==> config.mk <==
export PLATFORM = sky130hd
export DESIGN_NAME = pulse_timer
export DESIGN_NICKNAME = d
export VERILOG_FILES = /design/src/rtl/pt_pkg.sv /design/src/rtl/pt_regs.sv /design/src/rtl/pt_counter.sv /design/src/rtl/pt_output.sv /design/src/rtl/pulse_timer.sv
export SDC_FILE = /design/constraint.sdc
export NUM_CORES = 1
export LEC_CHECK = 0
export ABC_AREA = 1
export BUFFER_PORTS_ARGS = -buffer_cell sky130_fd_sc_hd__buf_2
export CORE_MARGIN = 2
export CORE_UTILIZATION = 40
export DETAILED_ROUTE_END_ITERATION = 12
export GPL_TIMING_DRIVEN = 0
export PLACE_DENSITY = 0.58
export SLEW_MARGIN = 20
export SYNTH_ARGS = -nofsm -noshare
export SYNTH_HDL_FRONTEND = slang
export SYNTH_SLANG_ARGS = --single-unit
==> constraint.sdc <==
create_clock -name clk -period 3.8 [get_ports clk]
set_input_delay 0.19 -clock clk [delete_from_list [all_inputs] [get_ports clk]]
set_output_delay 0.19 -clock clk [all_outputs]
set_load 0.1 [all_outputs]
==> src/rtl/pt_pkg.sv <==
`timescale 1ns/1ps
package pt_pkg;

  typedef enum logic [2:0] {
    A_CTRL = 3'd0,
    A_LOAD = 3'd1,
    A_CMP  = 3'd2,
    A_ARR  = 3'd3,
    A_UPD  = 3'd4,
    A_CLR  = 3'd5
  } pt_addr_e;

  // bit 2 level mode, bit 1 one-pulse, bit 0 count down
  typedef struct packed {
    logic lvl;
    logic opm;
    logic down;
  } pt_ctrl_t;

  function automatic logic start_legal(logic down, int unsigned start,
                                       int unsigned cmp, int unsigned arr);
    if (down) return start > cmp;
    return (start < cmp) && (cmp <= arr);
  endfunction

  function automatic logic level_active(logic down, int unsigned cnt,
                                        int unsigned cmp);
    return down ? (cnt <= cmp) : (cnt >= cmp);
  endfunction

  function automatic int unsigned reload_value(logic down, int unsigned arr);
    return down ? arr : 0;
  endfunction

endpackage

==> src/rtl/pt_regs.sv <==
`timescale 1ns/1ps
module pt_regs
  import pt_pkg::*;
#(
  parameter int CNT_W = 16
) (
  input  logic             clk,
  input  logic             rst_n,
  input  logic             wr_en,
  input  logic [2:0]       wr_addr,
  input  logic [CNT_W-1:0] wr_data,
  output logic             dir_down,
  output logic             opm_en,
  output logic             lvl_mode,
  output logic [CNT_W-1:0] cmp_sh,
  output logic [CNT_W-1:0] arr_sh,
  output logic             load_we,
  output logic             sw_upd,
  output logic             clr_match,
  output logic             clr_update
);

  pt_ctrl_t ctrl_q;

  always_ff @(posedge clk) begin
    if (!rst_n) begin
      ctrl_q <= '0;
      cmp_sh <= '0;
      arr_sh <= '0;
    end else if (wr_en) begin
      if (wr_addr == A_CTRL) ctrl_q <= pt_ctrl_t'(wr_data[2:0]);
      if (wr_addr == A_CMP)  cmp_sh <= wr_data;
      if (wr_addr == A_ARR)  arr_sh <= wr_data;
    end
  end

  assign dir_down   = ctrl_q.down;
  assign opm_en     = ctrl_q.opm;
  assign lvl_mode   = ctrl_q.lvl;
  assign load_we    = wr_en && (wr_addr == A_LOAD);
  assign sw_upd     = wr_en && (wr_addr == A_UPD);
  assign clr_match  = wr_en && (wr_addr == A_CLR) && wr_data[0];
  assign clr_update = wr_en && (wr_addr == A_CLR) && wr_data[1];

endmodule

==> src/rtl/pt_counter.sv <==
`timescale 1ns/1ps
module pt_counter
  import pt_pkg::*;
#(
  parameter int CNT_W = 16
) (
  input  logic             clk,
  input  logic             rst_n,
  input  logic             dir_down,
  input  logic             opm_en,
  input  logic [CNT_W-1:0] cmp_sh,
  input  logic [CNT_W-1:0] arr_sh,
  input  logic             load_we,
  input  logic [CNT_W-1:0] load_val,
  input  logic             sw_upd,
  input  logic             trig,
  output logic [CNT_W-1:0] cnt,
  output logic             run,
  output logic             legal,
  output logic [CNT_W-1:0] cmp_act,
  output logic [CNT_W-1:0] arr_act,
  output logic             hw_upd,
  output logic             hw_match,
  output logic             upd_evt,
  output logic             stop_evt
);

  localparam logic [CNT_W-1:0] ONE = CNT_W'(1);

  logic start_evt;

  assign start_evt = trig && !run;
  assign hw_upd    = run && (dir_down ? (cnt == '0) : (cnt == arr_act));
  assign hw_match  = run && (cnt == cmp_act);
  assign upd_evt   = hw_upd || sw_upd;
  assign stop_evt  = run && upd_evt && opm_en;

  always_ff @(posedge clk) begin
    if (!rst_n) begin
      run   <= 1'b0;
      legal <= 1'b0;
    end else if (start_evt) begin
      run   <= 1'b1;
      legal <= start_legal(dir_down, 32'(cnt), 32'(cmp_act), 32'(arr_act));
    end else if (stop_evt) begin
      run <= 1'b0;
    end
  end

  always_ff @(posedge clk) begin
    if (!rst_n)       cnt <= '0;
    else if (load_we) cnt <= load_val;
    else if (upd_evt) cnt <= CNT_W'(reload_value(dir_down, 32'(arr_sh)));
    else if (run)     cnt <= dir_down ? cnt - ONE : cnt + ONE;
  end

  always_ff @(posedge clk) begin
    if (!rst_n) begin
      cmp_act <= '0;
      arr_act <= '0;
    end else if (upd_evt) begin
      cmp_act <= cmp_sh;
      arr_act <= arr_sh;
    end
  end

endmodule

==> src/rtl/pt_output.sv <==
`timescale 1ns/1ps
module pt_output
  import pt_pkg::*;
#(
  parameter int CNT_W = 16
) (
  input  logic             clk,
  input  logic             rst_n,
  input  logic             dir_down,
  input  logic             lvl_mode,
  input  logic [CNT_W-1:0] cnt,
  input  logic [CNT_W-1:0] cmp_act,
  input  logic             run,
  input  logic             legal,
  input  logic             hw_match,
  input  logic             upd_evt,
  input  logic             stop_evt,
  input  logic             clr_match,
  input  logic             clr_update,
  output logic             pulse_out,
  output logic             flag_match,
  output logic             flag_update
);

  logic lvl_q;
  logic tog_q;

  assign lvl_q = run && legal && level_active(dir_down, 32'(cnt), 32'(cmp_act));

  always_ff @(posedge clk) begin
    if (!rst_n)                             tog_q <= 1'b0;
    else if (stop_evt)                      tog_q <= 1'b0;
    else if (hw_match && legal && !lvl_mode) tog_q <= !tog_q;
  end

  always_ff @(posedge clk) begin
    if (!rst_n) begin
      flag_match  <= 1'b0;
      flag_update <= 1'b0;
    end else begin
      flag_match  <= (flag_match && !clr_match) || hw_match;
      flag_update <= (flag_update && !clr_update) || upd_evt;
    end
  end

  assign pulse_out = lvl_mode ? lvl_q : tog_q;

endmodule

==> src/rtl/pulse_timer.sv <==
`timescale 1ns/1ps
module pulse_timer #(
  parameter int CNT_W = 16
) (
  input  logic             clk,
  input  logic             rst_n,
  input  logic             wr_en,
  input  logic [2:0]       wr_addr,
  input  logic [CNT_W-1:0] wr_data,
  input  logic             trig,
  output logic             pulse_out,
  output logic [CNT_W-1:0] count,
  output logic             running,
  output logic             flag_match,
  output logic             flag_update
);

  logic             dir_down, opm_en, lvl_mode;
  logic [CNT_W-1:0] cmp_sh, arr_sh, cmp_act, arr_act;
  logic             load_we, sw_upd, clr_match, clr_update;
  logic             legal, hw_upd, hw_match, upd_evt, stop_evt;

  pt_regs #(.CNT_W(CNT_W)) u_regs (
    .clk(clk), .rst_n(rst_n), .wr_en(wr_en), .wr_addr(wr_addr),
    .wr_data(wr_data), .dir_down(dir_down), .opm_en(opm_en),
    .lvl_mode(lvl_mode), .cmp_sh(cmp_sh), .arr_sh(arr_sh),
    .load_we(load_we), .sw_upd(sw_upd), .clr_match(clr_match),
    .clr_update(clr_update)
  );

  pt_counter #(.CNT_W(CNT_W)) u_cnt (
    .clk(clk), .rst_n(rst_n), .dir_down(dir_down), .opm_en(opm_en),
    .cmp_sh(cmp_sh), .arr_sh(arr_sh), .load_we(load_we),
    .load_val(wr_data), .sw_upd(sw_upd), .trig(trig), .cnt(count),
    .run(running), .legal(legal), .cmp_act(cmp_act), .arr_act(arr_act),
    .hw_upd(hw_upd), .hw_match(hw_match), .upd_evt(upd_evt),
    .stop_evt(stop_evt)
  );

  pt_output #(.CNT_W(CNT_W)) u_out (
    .clk(clk), .rst_n(rst_n), .dir_down(dir_down), .lvl_mode(lvl_mode),
    .cnt(count), .cmp_act(cmp_act), .run(running), .legal(legal),
    .hw_match(hw_match), .upd_evt(upd_evt), .stop_evt(stop_evt),
    .clr_match(clr_match), .clr_update(clr_update),
    .pulse_out(pulse_out), .flag_match(flag_match),
    .flag_update(flag_update)
  );

endmodule

======== After elaboration in Yosys (flattened, before gate mapping) ========
Cells that the tools add are included.
word-level totals
  bits in registers ....................... 88
  output and inout bits ................... 20
  word-level logic and storage cells ...... 76
operators by class
  add/subtract/negate cells ............... 2
  magnitude comparators ................... 5
  eq/ne operators ......................... 7
  muxes and demuxes ....................... 15
  bitwise operators ....................... 1
  reductions and logical operators ........ 33
operators by type and width
  kind                   number
  $mux 16                5
  $eq 16x16->1           2
  $le 16x16->1           2
  $logic_and 1x1->1      17
  $add 16x1->16 const B  1
  $ge 16x16->1           1
  $gt 16x16->1           1
  $logic_not 16->1       1
  $lt 16x16->1           1
  $sub 16x1->16 const B  1
  $mux 1                 10
  $eq 3x2->1 const B     2
  $eq 3x3->1 const B     2
  $reduce_and 2->1       3
  $logic_not 1->1        5
  $eq 3x1->1 const B     1
  $logic_not 3->1        1
  $logic_or 1x1->1       3
  $reduce_bool 3->1      1
  $reduce_bool 2->1      1
  $reduce_or 2->1        1
  $not 1->1              1

======== Depth between registers and ports, before layout ========
Gate-level depths: netlist (run 1).
  depth after elaboration ................. 8
  gate-level depth with buffers ........... 17
  depth with buffers taken out ............ 15

======== Hierarchy ========
A second synthesis (run 1) with hierarchy kept.
second synthesis, totals
  cells, all modules ...................... 987
  area total of the unflattened synthesis .. 6,347.3 um^2
by module, submodules not included
  module      instances  cells an instance  area an instance (um^2)  seq. area each (um^2)
  pt_counter  1          671                4,212.8                  1,001.0
  pt_regs     1          223                1,541.5                  700.7
  pt_output   1          93                 593.1                    60.1

======== Worst setup path after synthesis (run 1) ========
Ideal clock, no wire load.
  path kind ............................... flip-flop to output port
  from .................................... register u_cnt.cnt[0]
  to ...................................... output port pulse_out
  arrival ................................. 4.234 ns
  required time ........................... 3.610 ns
  setup slack ............................. -0.624 ns
  stages on the path, launching flop included .. 9
  buffers on the path ..................... 0
  path through ............................ dfxtp_1 inv_2 ha_1 nand4_1 nor3_1 nor2_1 nand2_1 nand4_1 o21ai_0
between the ends
  cells in the longest elaborated chain, start to end .. 4
  elaborated cells between the ends (all ways) .. 5
RTL lines
  item                                                 RTL line           text
  start, declared                                      pt_counter.sv:17   output logic [CNT_W-1:0] cnt,
  start signal, assigned                               pt_counter.sv:52   else if (load_we) cnt <= load_val;
  start signal, assigned                               pt_counter.sv:53   else if (upd_evt) cnt <= CNT_W'(reload_value(dir_down, 32'(arr_sh)));
  start signal, assigned                               pt_counter.sv:54   else if (run) cnt <= dir_down ? cnt - ONE : cnt + ONE;
  $ge 16x16->1 / $le 16x16->1 (equally long branches)  pt_pkg.sv:28       return down ? (cnt <= cmp) : (cnt >= cmp);
  $mux 1 *                                             pt_pkg.sv:28
  $logic_and 1x1->1 *                                  pt_output.sv:28    assign lvl_q = run && legal && level_active(dir_down, 32'(cnt), 32'(cmp_act));
  $mux 1 *                                             pt_output.sv:46    assign pulse_out = lvl_mode ? lvl_q : tog_q;
  end, declared                                        pulse_timer.sv:11  output logic pulse_out,
Every way passes the cells marked *; elsewhere a longest branch is shown, timed or not.

======== Final worst setup path (run 1) ========
  from .................................... register u_regs.ctrl_q, in the netlist u_regs.dir_down
  to ...................................... register u_cnt.cnt[14]
between the ends
  cells in the longest elaborated chain, start to end .. 5
  elaborated cells between the ends (all ways) .. 9
RTL lines
  item                    RTL line          text
  start, declared         pt_regs.sv:23     pt_ctrl_t ctrl_q;
  start signal, assigned  pt_regs.sv:31     if (wr_addr == A_CTRL) ctrl_q <= pt_ctrl_t'(wr_data[2:0]);
  $mux 1                  pt_counter.sv:33  assign hw_upd = run && (dir_down ? (cnt == '0) : (cnt == arr_act));
  $logic_and 1x1->1       pt_counter.sv:33
  $logic_or 1x1->1        pt_counter.sv:35  assign upd_evt = hw_upd || sw_upd;
  $mux 16                 pt_counter.sv:53
  $mux 16                 pt_counter.sv:52
Parallel ways exist; a longest one is shown, timed or not. The select of a mux whose other input is x is not followed.
A chain may end at the register's enable or synchronous reset.

==> results of run 1 <==
==> cell type report <==
type	instances	area [um2]	area share, %
flip-flops and latches	88	1760	28.7
multi-input cells	587	3090	50.3
clock inverters	2	37.5	0.611
plain buffers	34	178	2.89
inverters	104	390	6.35
well taps	176	220	3.58
clock buffers	14	264	4.30
repair buffers	41	205	3.34
==> through the flow <==
step / worst slack [ns] / cell area (um2) / util, % / hold slack, ns
after detailed placement: 0.789 / 5840 / 44.1 / 0.439
after CTS: 0.758 / 6150 / 46.4 / 0.0933
after global placement: 0.791 / 5840 / 44.1 / 0.442
after global routing: 0.526 / 6150 / 46.4 / 0.127
after floorplan: 0.129 / 5420 / - / 0.325
final: 0.733 / 6150 / 46.4 / 0.0917
==> worst reg2reg max path, delay by kind of cell (launching register included) <==
family | cells | cell delay [ns]
flip-flops | 1 | 0.78
buffers and inverters | 2 | 0.55
adder cells (fa/ha/maj) | 1 | 0.44
AND/OR/NAND/NOR | 10 | 1.11
XOR/XNOR | 1 | 0.07
==> placed cells by master (no fill, tap or decap), types with 3 or more instances in the layout <==
cell type,synthesis,routed
clkbuf_1,18,21
nor3_1,7,7
inv_2,3,3
xor2_1,11,11
nand4_1,11,11
o21ai_0,103,102
nand2_1,165,165
nor2_1,99,99
clkbuf_16,0,9
inv_1,101,101
buf_2,7,48
a22oi_1,7,7
o21ai_1,2,3
buf_4,3,3
a21oi_1,97,97
buf_6,4,4
dfxtp_1,88,88
ha_1,46,46
nand3_1,24,24
==> logic make-up (layout without fill, tap and decap cells) <==
logic type / count (synthesis) / after routing
AND/OR/NAND/NOR: 309 / 309
AO/OA/AOI/OAI: 219 / 219
buffers and inverters: 138 / 195
flip-flops: 88 / 88
adder cells (fa/ha/maj): 47 / 47
XOR/XNOR: 12 / 12
==> registers in the layout, summed over array words and instances (netlist names) <==
| name | count |
|---|---|
| u_out.flag_match | 1 |
| u_regs.opm_en | 1 |
| u_out.tog_q | 1 |
| u_cnt.run | 1 |
| u_regs.arr_sh | 16 |
| u_cnt.cnt | 16 |
| u_regs.lvl_mode | 1 |
| u_cnt.arr_act | 16 |
| u_regs.cmp_sh | 16 |
| u_out.flag_update | 1 |
| u_cnt.cmp_act | 16 |
| u_cnt.legal | 1 |
| u_regs.dir_down | 1 |
==> power breakdown <==
| group | leakage [nW] | switching (mW) | internal [mW] |
|---|---|---|---|
| clock network | 0.143 | 0.376 | 0.547 |
| logic | 2.08 | 0.568 | 0.234 |
| registers | 0.719 | 0.0735 | 0.982 |
==> worst paths after layout <==
check                                startpoint       endpoint  slack [ns]  cells after the start
worst max-delay path            u_regs.dir_down  u_cnt.cnt[14]        0.73                     14
worst min-delay path                       trig      u_cnt.run        0.09                      3
worst max register to register  u_regs.dir_down  u_cnt.cnt[14]        0.73                     14
worst min register to register    u_regs.opm_en  u_regs.opm_en        0.45                      2
==> per-layer routing <==
layer | part of all wire (%) | global-route usage, %
met1 | 51 | 36.4
met2 | 41 | 36.6
met3 | 5.1 | 3.82
met4 | 2.9 | 9.81
met5 | 0 | 0
==> impl_metrics.toml, run 1 <==
[status]
status = "completed"

[timing]
tns_ns = 0
period_needed_ns = 3.07
hold_viol = 0
rsz0062_at_grt = "false"
period_share_pct = 80.7
worstMarginPinSlew_ns = 0.761
relSlewSlack_pct = 49.3
slew_viol_final = 0
max_freq_mhz = 326
fin_worst_skew_ns = 0.00646
setup_viol = 0

[placed_design]
dp_cells = 1030
port_buffers = 41
gp_congestion = 0.914
place_hpwl_um = 13100

[clock_tree]
hold_buffers = 0
cts_setup_buffers = 0
cts_tree = "yes"
htree_num_levels = 3
cts_sinks = 88
numCtsBuffers = 9
cts_resized = 0
clockRootBuffer = "clkbuf_16"
cts_buffer_depth = 2
insertion_delay_ns = 0.35
cts.clk_slew.worst_paths_ns = 0.07

[job]
cap_violations = 0

[synth]
synth_adder_area_share_pct = 11.0
ys_seq_elements = 88
synthXorXnorAreaFrac_pct = 1.94
synth.most_common_cell = "nand2_1"
synth_compound_area_share_pct = 21.0
synth_area_leader_cell = "dfxtp_1"
seq_area_frac_synth_pct = 32.5
syn_inst = 813
synth_top_family_by_area = "simple AND/OR/NAND/NOR gates"
synth_top_cells_by_area = "dfxtp_1 (33%), nand2_1 (11%), ha_1 (11%)"
synthArstFlopShare_pct = 0
synth_common_cells = "nand2_1 (165), o21ai_0 (103), inv_1 (101)"
syn_area_per_cell_um2 = 6.67
syn_nets = 883
yosysWarnings = 0
ys_types = 32
synthMuxAreaShare_pct = 0
synth.top_cell.area_share_pct = 32.5
syn_area_um2 = 5420
yosys.area_share.simple_pct = 23.0
synth_ff_type = "dfxtp_1"
synth_edf_count = 0

[global_route]
grt_pass1_vias = 4996
grt_max_degree = 16
antenna_found_initial = 0
track_usage_pct = 24.9
grt_first_pass_wirelength_um = 27500
globalRoute.totalOverflow = 0

[floorplanning]
ios = 43
initial_core_util_pct = 40.9
fp.dieW_um = 120
design.die.area_um2 = 14500
core_um2 = 13200
rows = 42
die_h_um = 120

[setup_path]
criticalPathCategory = "reg2reg"
cp_data_arrival_time_ns = 3.31
worst_path_max_delay_cell = "dfxtp_1"
crit_family = "simple AND/OR/NAND/NOR gates"
slowest_delay_ns = 0.78
worstPathMaxFanout = 15
path_cells = "buf_2, inv_1, fa_1, nand3b_1, nand2_1, nand2_1, nand2_1, nand3_1, nand2_1, xor2_1, nor2_1, nor2_1, nor2_1, nor2_1"
critical_path.endpoint_type = "flop"
required_ns = 4.04
crit_buf_inv = 2
cp-start-kind = "flop"

[final_layout]
nNetsFinal = 935
layout-drive-gt1-share_pct = 8.39
num_antenna_cells = 0
fin_cells = 1046
syn_to_final_growth_pct = 13.4
fillCellCount = 1465

[pwr]
powerDensity_nw_per_um2 = 453
power.total_mw = 2.78
ir_worst_vdd_uv = 196
power.leakage_nw = 2.94

[detailed_routing]
drtIter0Drc = 389
vias = 5326
routed_via_density = 5.09
wl_um = 17400
drc_errors = 0
drt_first_pass_iters = 5
wl_per_cell_um = 16.6
drtAntennaViolNets = 0

[hold_path]
hp-class = "in2reg"
No activity file was read; power rests on OpenSTA's default activity.
==> inputs of run 2 (changes only) <==
PLACE_DENSITY = 0.6   (was 0.58)
clock period = 2.7 ns   (was 3.8 ns; I/O delays follow)
==> impl_metrics.toml, run 2 (same netlist as run 1, synthesis figures left out) <==
[timing]
setup_viol = 0
hold_ws_ns = 0.0467
relSlewSlack_pct = 53.1
max_freq_mhz = 388
period_share_pct = 95.4
setup_slack_ns = 0.125
fin_worst_skew_ns = 0.0111
worstMarginPinSlew_ns = 0.704
rsz0062_at_grt = "false"
hold_viol = 0
period_needed_ns = 2.57
slew_viol_final = 0

[setup_path]
worst_path_max_delay_cell = "o21ai_0"
critical_path.endpoint_type = "primary output"
criticalPathCategory = "reg2out"
crit_buf_inv = 3
worstPathMaxFanout = 4
crit_family = "compound AO/OA/AOI/OAI gates"
required_ns = 2.57
critPathMostFrequentCell = "nand2_1"
cp-start-kind = "flop"
path_cells = "inv_1, ha_1, nand2_1, inv_1, nand3_1, o21ai_0, nand2_1, nand2_1, nor3_1, o21ai_4, buf_6"
slowest_delay_ns = 0.36
cp_data_arrival_time_ns = 2.44

[pwr]
ir_worst_vdd_uv = 394
power.leakage_nw = 2.96
powerDensity_nw_per_um2 = 623

[floorplanning]
initial_core_util_pct = 40.9
die_h_um = 120
core_um2 = 13200
ios = 43
rows = 42
design.die.area_um2 = 14500
fp.dieW_um = 120

[detailed_routing]
drt_first_pass_iters = 5
wl_um = 17500
drtIter0Drc = 374
drc_errors = 0
routed_via_density = 5.18
wl_per_cell_um = 16.7
vias = 5422
drtAntennaViolNets = 0

[clock_tree]
clockRootBuffer = "clkbuf_16"
cts_tree = "yes"
insertion_delay_ns = 0.36
htree_num_levels = 3
cts.clk_slew.worst_paths_ns = 0.08
cts_buffer_depth = 2
cts_sinks = 88
numCtsBuffers = 9

[hold_path]
hp-class = "in2reg"

[placed_design]
place_hpwl_um = 13100
dp_cells = 1030
preCtsSetupSlack_ns = -0.439
port_buffers = 41
gp_congestion = 0.912

[final_layout]
final_util_pct = 46.7
fillCellCount = 1441
syn_to_final_growth_pct = 14.0
mostFrequentLayoutCells = "nand2_1 (165), o21ai_0 (102), inv_1 (101)"
layout-drive-gt1-share_pct = 10.9
num_antenna_cells = 0
fin_cells = 1047
final_common_cell = "nand2_1"
nNetsFinal = 936

[global_route]
grt_first_pass_wirelength_um = 27500
antenna_found_initial = 0
track_usage_pct = 25.2
grt_pass1_vias = 5219
grt_max_degree = 17
globalRoute.totalOverflow = 0

[status]
status = "completed"

[job]
cap_violations = 0
## run 2: cell types whose count changed in the layout (fill, tap and decap cells not counted), sizes merged
cell / change
bufinv: -1
clkbuf: -5
clkinv: +4
inv: +3
buf: +1
clkinvlp: -1
## run 2: final cells by class
cell class	instances	area, um2	area share [%]
flip-flops and latches	88	1780	28.9
well taps	176	220	3.56
multi-input cells	587	3110	50.3
repair buffers	42	219	3.54
inverters	104	390	6.32
clock inverters	7	53.8	0.871
plain buffers	34	180	2.92
clock buffers	9	225	3.65
## run 2: what timing repair did
action / in CTS / in global routing
resized for setup: 4 / 2
setup buffers: 0 / 1
gates cloned: 0 / 0
hold buffers: 0 / 0
endpoints found under the setup margin: 7 / 4
## run 2: metal layers
metal  up-vias  part of all wire, %  GRT usage [%]
met5         -                    0              0
met4         0                  2.5           10.2
met3        31                  7.5           5.71
met2       175                   44           38.9
met1      2440                   46           33.9
li1       2776                    -              -
## run 2: worst min-delay path: stages
cell and delay, ns:
buf_2 0.10, inv_1 0.06, a21oi_1 0.06
## run 2: path summary, 6_finish.rpt
path         slack (ns)  cells past startpoint        startpoint             to
max                0.13                     11  u_cnt.cmp_act[7]      pulse_out
min                0.05                      3              trig      u_cnt.run
max reg2reg        0.24                     14   u_regs.dir_down  u_cnt.cnt[14]
min reg2reg        0.45                      2     u_regs.opm_en  u_regs.opm_en
## run 2: power breakdown
group          total [mW]  switching [mW]  internal (mW)  leakage, nW
Clock                1.22           0.583          0.634        0.141
Sequential           1.49          0.0997           1.39        0.724
Combinational        1.15           0.815          0.331         2.09
## run 2: metrics by stage
| step | TNS (ns) | total power [mW] | instance area, um2 |
|---|---|---|---|
| detailed placement | -1.70 | 2.64 | 5870 |
| finish | 0 | 3.85 | 6180 |
| CTS | 0 | 3.85 | 6160 |
| global placement | -1.28 | 2.64 | 5870 |
| global route | 0 | 4.07 | 6180 |
| floorplan | 0 | 2.33 | 5450 |
